File: config.mk
export PLATFORM = sky130hd
export DESIGN_NAME = qpwm_cmp
export DESIGN_NICKNAME = d
export VERILOG_FILES = /design/src/rtl/qpwm_pkg.sv /design/src/rtl/qpwm_duty_buf.sv /design/src/rtl/qpwm_chan_cmp.sv /design/src/rtl/qpwm_cmp.sv
export SDC_FILE = /design/constraint.sdc
export NUM_CORES = 1
export LEC_CHECK = 0
export ABC_AREA = 0
export BUFFER_PORTS_ARGS = -buffer_cell sky130_fd_sc_hd__buf_2
export CORE_ASPECT_RATIO = 0.5
export CORE_MARGIN = 3
export CORE_UTILIZATION = 30
export DETAILED_ROUTE_END_ITERATION = 8
export PLACE_DENSITY_LB_ADDON = 0.2
export SETUP_SLACK_MARGIN = 0.2
export SYNTH_ARGS = -nofsm -noshare
export SYNTH_HDL_FRONTEND = slang
export SYNTH_HIERARCHICAL = 1
export SYNTH_SLANG_ARGS = --single-unit
File: constraint.sdc
create_clock -name clk -period 2.8 [get_ports clk]
set_clock_uncertainty 0.05 [all_clocks]
set_input_delay 0.28 -clock clk [delete_from_list [all_inputs] [get_ports clk]]
set_output_delay 0.28 -clock clk [all_outputs]
set_load 0.02 [all_outputs]
File: src/rtl/qpwm_pkg.sv
// Package: shared widths and types for the quarter-phase duty comparator.
// Assumes the duty word is the timer width plus the phase-select width.
package qpwm_pkg;
    localparam int TMR_W  = 12;
    localparam int FINE_W = 2;
    localparam int BYTE_W = 8;
    localparam int DUTY_W = TMR_W + FINE_W;
    localparam int HI_W   = DUTY_W - BYTE_W;
    typedef logic [DUTY_W-1:0] duty_t;
    typedef logic [TMR_W-1:0]  tmr_t;
    typedef logic [FINE_W-1:0] phase_t;
endpackage

File: src/rtl/qpwm_duty_buf.sv
// Module: one channel's duty storage: high-byte hold, staging copy, active copy.
// A low-byte write commits {hold, low byte} to staging in one step. Staging
// moves to active on the period-start cycle. eff_duty is the value in force
// for the current cycle: the staged value on a period start, else the active one.
module qpwm_duty_buf
    import qpwm_pkg::*;
(
    input  logic              clk,
    input  logic              rst_n,
    input  logic              wr_en,
    input  logic              wr_hi,
    input  logic [BYTE_W-1:0] wr_data,
    input  logic              per_start,
    output duty_t             eff_duty
);
    logic [HI_W-1:0] hold_q;
    duty_t           stage_q;
    duty_t           active_q;

    // Park the high byte; its unused upper bits are dropped here.
    always_ff @(posedge clk) begin
        if (!rst_n)                hold_q <= '0;
        else if (wr_en && wr_hi)   hold_q <= wr_data[HI_W-1:0];
    end

    // Commit the full staging word on a low-byte write.
    always_ff @(posedge clk) begin
        if (!rst_n)                stage_q <= '0;
        else if (wr_en && !wr_hi)  stage_q <= {hold_q, wr_data};
    end

    // Transfer staging to active at a period start only.
    always_ff @(posedge clk) begin
        if (!rst_n)                active_q <= '0;
        else if (per_start)        active_q <= stage_q;
    end

    // Value that the comparator uses in this cycle.
    always_comb eff_duty = per_start ? stage_q : active_q;

    p_active_hold_r4: assert property (@(posedge clk) disable iff (!rst_n)
        !per_start |=> $stable(active_q));
    p_hi_only_r2: assert property (@(posedge clk) disable iff (!rst_n)
        (wr_en && wr_hi) |=> $stable(stage_q));
    p_lo_commit_r2: assert property (@(posedge clk) disable iff (!rst_n)
        (wr_en && !wr_hi) |=> (stage_q[BYTE_W-1:0] == $past(wr_data)));
    p_hi_bits_r3: assert property (@(posedge clk) disable iff (!rst_n)
        (wr_en && !wr_hi) |=> (stage_q[DUTY_W-1:BYTE_W] == $past(hold_q)));
endmodule

File: src/rtl/qpwm_chan_cmp.sv
// Module: one channel's duty comparator and output register.
// Assumes the phase code advances once per clock. A match clears the output,
// and a period start sets it. When both fall in one cycle, the match wins,
// so a zero duty stays low. With fine_en low, the phase-select bits are ignored.
module qpwm_chan_cmp
    import qpwm_pkg::*;
(
    input  logic   clk,
    input  logic   rst_n,
    input  duty_t  eff_duty,
    input  tmr_t   tmr_val,
    input  phase_t phase,
    input  logic   fine_en,
    input  logic   per_start,
    output logic   pwm
);
    logic   coarse_eq;
    phase_t want_phase;
    logic   hit;

    // Coarse compare plus the phase that the match must land on.
    always_comb begin
        coarse_eq  = (eff_duty[DUTY_W-1:FINE_W] == tmr_val);
        want_phase = fine_en ? eff_duty[FINE_W-1:0] : '0;
        hit        = coarse_eq && (phase == want_phase);
    end

    // Output register: the match clears, the period start sets, otherwise hold.
    always_ff @(posedge clk) begin
        if (!rst_n)          pwm <= 1'b0;
        else if (hit)        pwm <= 1'b0;
        else if (per_start)  pwm <= 1'b1;
    end

    p_start_high_r5: assert property (@(posedge clk) disable iff (!rst_n)
        (per_start && !hit) |=> pwm);
    p_match_low_r6: assert property (@(posedge clk) disable iff (!rst_n)
        hit |=> !pwm);
    p_hold_r9: assert property (@(posedge clk) disable iff (!rst_n)
        (!per_start && !hit) |=> $stable(pwm));
endmodule

File: src/rtl/qpwm_cmp.sv
// Module: top of the four-channel quarter-phase PWM comparator.
// Assumes the timer and phase come from an external time base. The period
// starts at timer 0 in phase code 00. Only one byte is written per cycle.
module qpwm_cmp
    import qpwm_pkg::*;
#(
    parameter int NUM_CH = 4,
    localparam int CH_W  = (NUM_CH > 1) ? $clog2(NUM_CH) : 1
) (
    input  logic              clk,
    input  logic              rst_n,
    input  logic [TMR_W-1:0]  tmr_val,
    input  logic [FINE_W-1:0] phase,
    input  logic              pre_1to1,
    input  logic              wr_en,
    input  logic              wr_hi,
    input  logic [CH_W-1:0]   wr_ch,
    input  logic [BYTE_W-1:0] wr_data,
    output logic [NUM_CH-1:0] pwm_out
);
    logic per_start;

    // Period start: first phase of timer count zero.
    always_comb per_start = (tmr_val == '0) && (phase == '0);

    for (genvar g = 0; g < NUM_CH; g++) begin : g_ch
        duty_t eff_duty;
        logic  sel_wr;

        // Route the shared write strobe to this channel only.
        always_comb sel_wr = wr_en && (wr_ch == CH_W'(g));

        qpwm_duty_buf u_buf (
            .clk       (clk),
            .rst_n     (rst_n),
            .wr_en     (sel_wr),
            .wr_hi     (wr_hi),
            .wr_data   (wr_data),
            .per_start (per_start),
            .eff_duty  (eff_duty)
        );

        qpwm_chan_cmp u_cmp (
            .clk       (clk),
            .rst_n     (rst_n),
            .eff_duty  (eff_duty),
            .tmr_val   (tmr_val),
            .phase     (phase),
            .fine_en   (pre_1to1),
            .per_start (per_start),
            .pwm       (pwm_out[g])
        );

        p_coarse_fall_r7: assert property (@(posedge clk) disable iff (!rst_n)
            ($fell(pwm_out[g]) && !$past(pre_1to1)) |-> ($past(phase) == '0));
        p_rise_at_start_r5: assert property (@(posedge clk) disable iff (!rst_n)
            $rose(pwm_out[g]) |-> $past(per_start));
    end
endmodule

==> results.md <==
- Reg-to-reg startpoint: g_ch[1].u_buf/stage_q[8]$_SDFFE_PN0P_
- Unrepaired setup endpoints after global routing: false
- Worst path cell trace: buf_2 -> nor4_1 -> and4_4 -> buf_12 -> mux2_4 -> xnor2_1 -> nand4_1 -> nor3_2 -> a21oi_1
- FF-to-FF path depth: 5
- CP arrival: 2510 ps
- CP max stage delay: between 400 and 500 ps
- Boundary pin count: 33
- Sinks on Clock Net: 140
- GPL Wtd Cong: 0.7504
- Sequential fraction of the synthesis area: between 40% and 50%
- Clock-pin slew on the worst setup and hold paths: ~60 ps
- Largest cells by area after synthesis: dfxtp_1 45%, mux2i_1 13%, mux2_4 9.7%
- Worst Hold Depth: 3
- Post-synth net total: 623
- Max_slew headroom: 61.01%
- YS warnings: 6
- Global router's overall resource usage: 13.77%
- Final net count: 662
- CP Class: primary input to flop
- Area grow syn2layout: 17.80%
- CTS tree: done
- Vias/cell: 4.492
- Ant. Diodes: 0
- Minimum clock period: ~2300 ps
- Initial DRT Pass Iterations: 4
- Cell family with the largest share of critical-path delay: simple AND/OR/NAND/NOR gates
- Max-cap violations: 0
- Critical Path Source Type: primary input
- DP Area: about 0.0067 sq mm
- Clock buffer count from CTS: 17
- Root Driver: clkbuf_16
- FMAX: 440.3 MHz
- Post_cts resized: 0
- Antenna violations before repair: 1
- Routed len/inst: around 16 um
- Number of synthesized register bits: 140
- Final setup fails: 0
- Detailed-placement wirelength estimate: between 10 and 15 mm
- Die Y: between 100 and 150 um
- Overflow after GRT: 0
- DR DRC count: 0
- Yosys top cell area share: around 45%
- Hold crit path type: primary input to flop
- Area leader, netlist: dfxtp_1
- Die W: approximately 210 um
- Hold path startpoint: wr_data[6]
- Max VDD drop: 0.0002626 V
- Post-DRT Antenna Nets: 0
- Initial DRC count: about 250
- Post-synthesis cell count: ~590
- Vias: ~4100
- PwrDens: 613.4 mW/mm^2
- Worst EP required: roughly 3000 ps
- Slowest CP cell: and4_4
- CP startpoint: tmr_val[1]
- Buffers and inverters on the worst path: 2
- Outcome: finished, final reports clean
- Mapped cell area: about 0.0062 sq mm
- Avg Cell Area, Syn: about 10 sq um
- Worst slew pin tran: between 500 and 600 ps
- Global-route wire length before repair: about 23 mm
- Rows: 36
- Largest net degree at the start of global routing: between 90 and 100
- Initial Utilization: roughly 31%
- Crit end category: flop
- Htree depth: 4
- CP Max Fanout: 12
- Yosys cell types: 27
- Hold Buf Count CTS: 0
- Setup bufs post-CTS: 0
- Pins Over Slew Limit: 0
- Layout cells sized above 1: a little under a quarter
- Worst-skew pair later-pin latency: 410 ps
- Static Leak: ~2.7 nW
- Area of the core: roughly 0.02 sq mm
- IO Port Bufs: 32
- Wirelength, routed: about 15 mm
- Hold Vio Cnt, Final: 0
- Fin crit share: approximately four fifths
- Crit. path cell count: 9
- Die Area: about 0.023 sq mm
- WHS: between 100 and 150 ps
- Longest Clk Path Bufs: 2
- Post-layout instance area: 0.007330 sq mm
- Vias in the first global route: around 4000
- Total negative slack: 0 ps
-- final timing paths --
path | endpoint | slack [ps]
min reg2reg | g_ch[0].u_buf/stage_q[0]$_SDFFE_PN0P_ | 400
max reg2reg | g_ch[1].u_cmp/pwm$_SDFFE_PP0P_ | 1380
max | g_ch[1].u_cmp/pwm$_SDFFE_PP0P_ | 530
min | g_ch[3].u_buf/stage_q[6]$_SDFFE_PN0P_ | 120
-- worst reg2reg max path, stage by stage (launching register included) --
cell,delay (ps)
dfxtp_1,310
mux2_4,270
xnor2_1,170
nand4_1,150
nor3_2,260
a21oi_1,90
-- cells in the mapped netlist --
cell	number
dfxtp_1	140
nand2_1	117
mux2i_1	80
and2_1	52
xnor2_1	48
mux2_4	40
buf_2	16
mux2_2	16
nand4_1	12
and2_4	8
clkbuf_1	8
o21ai_0	8
nor2_1	6
a21oi_1	4
buf_4	4
buf_6	4
nand3_1	4
nand4b_1	4
nor2b_1	4
nor3_2	4
o221ai_1	4
xor2_1	4
nor4_1	3
and3_1	1
and3b_1	1
and4_1	1
nor3b_1	1
-- state kept, by name, indices dropped and copies added, names as in the netlist --
signal,flops
g_ch.u_cmp/pwm,4
g_ch.u_buf/active_q,56
g_ch.u_buf/hold_q,24
g_ch.u_buf/stage_q,56
-- layout by cell type (no fill, tap or decap), drive strengths merged --
| master | netlist | layout |
|---|---|---|
| a21oi | 4 | 4 |
| clkinvlp | 0 | 5 |
| and2 | 60 | 60 |
| dfxtp | 140 | 140 |
| nor2b | 4 | 4 |
| clkbuf | 8 | 20 |
| and3 | 1 | 1 |
| mux2 | 56 | 56 |
| inv | 0 | 3 |
| nor2 | 6 | 6 |
| buf | 24 | 52 |
| mux2i | 80 | 80 |
| and3b | 1 | 1 |
| and4 | 1 | 1 |
| nand2 | 117 | 117 |
| xnor2 | 48 | 48 |
| nand4 | 12 | 12 |
| xor2 | 4 | 4 |
| clkinv | 0 | 2 |
| nand4b | 4 | 4 |
| bufinv | 0 | 2 |
| nor3 | 4 | 4 |
| nor4 | 3 | 3 |
| nand3 | 4 | 4 |
| nor3b | 1 | 1 |
| o221ai | 4 | 4 |
| o21ai | 8 | 8 |
-- power by group --
part           leakage [nW]  internal, mW  switching [mW]
sequential             1.13          2.01         0.00728
combinational          1.26        0.0875           0.156
clock                 0.270          1.34           0.892
-- layer usage --
metal | up-vias | wire length [um] | GRT usage [%]
li1 | 2078 | - | -
met1 | 1967 | 7784 | 19.07
met2 | 38 | 6689 | 21.50
met3 | 12 | 381 | 3.261
met4 | 2 | 125 | 3.771
met5 | - | 13 | 0
-- cell type report --
cell class	instances	area (sq um)
fillers	1961	12580
multi-input cells	422	3247
flip-flops and latches	140	2803
clock buffers	20	446.7
repair buffers	52	362.8
well taps	266	332.8
clock inverters	12	137.6
-- cells by family (layout without fill, tap and decap cells) --
group           count (synthesis)  after routing  share of synthesized area [%]
simple gates                  218            218                          17.72
flops                         140            140                          45.04
mux                           136            136                          25.42
xor+xnor                       52             52                          7.319
buf+inv                        32             84                          2.976
compound gates                 16             16                          1.528
-- through the flow --
step	std cells	utilization [%]	total power [mW]	setup slack, ps
2_1_floorplan	594	-	2.184	364.4
3_3_place_gp	880	33.88	2.307	116.8
3_5_place_dp	880	33.88	2.308	118.6
4_1_cts	912	36.82	4.558	551.9
5_1_grt	912	36.82	4.662	376.0
6_report	912	36.82	4.496	528.9
No activity file was read; power rests on OpenSTA's default activity.
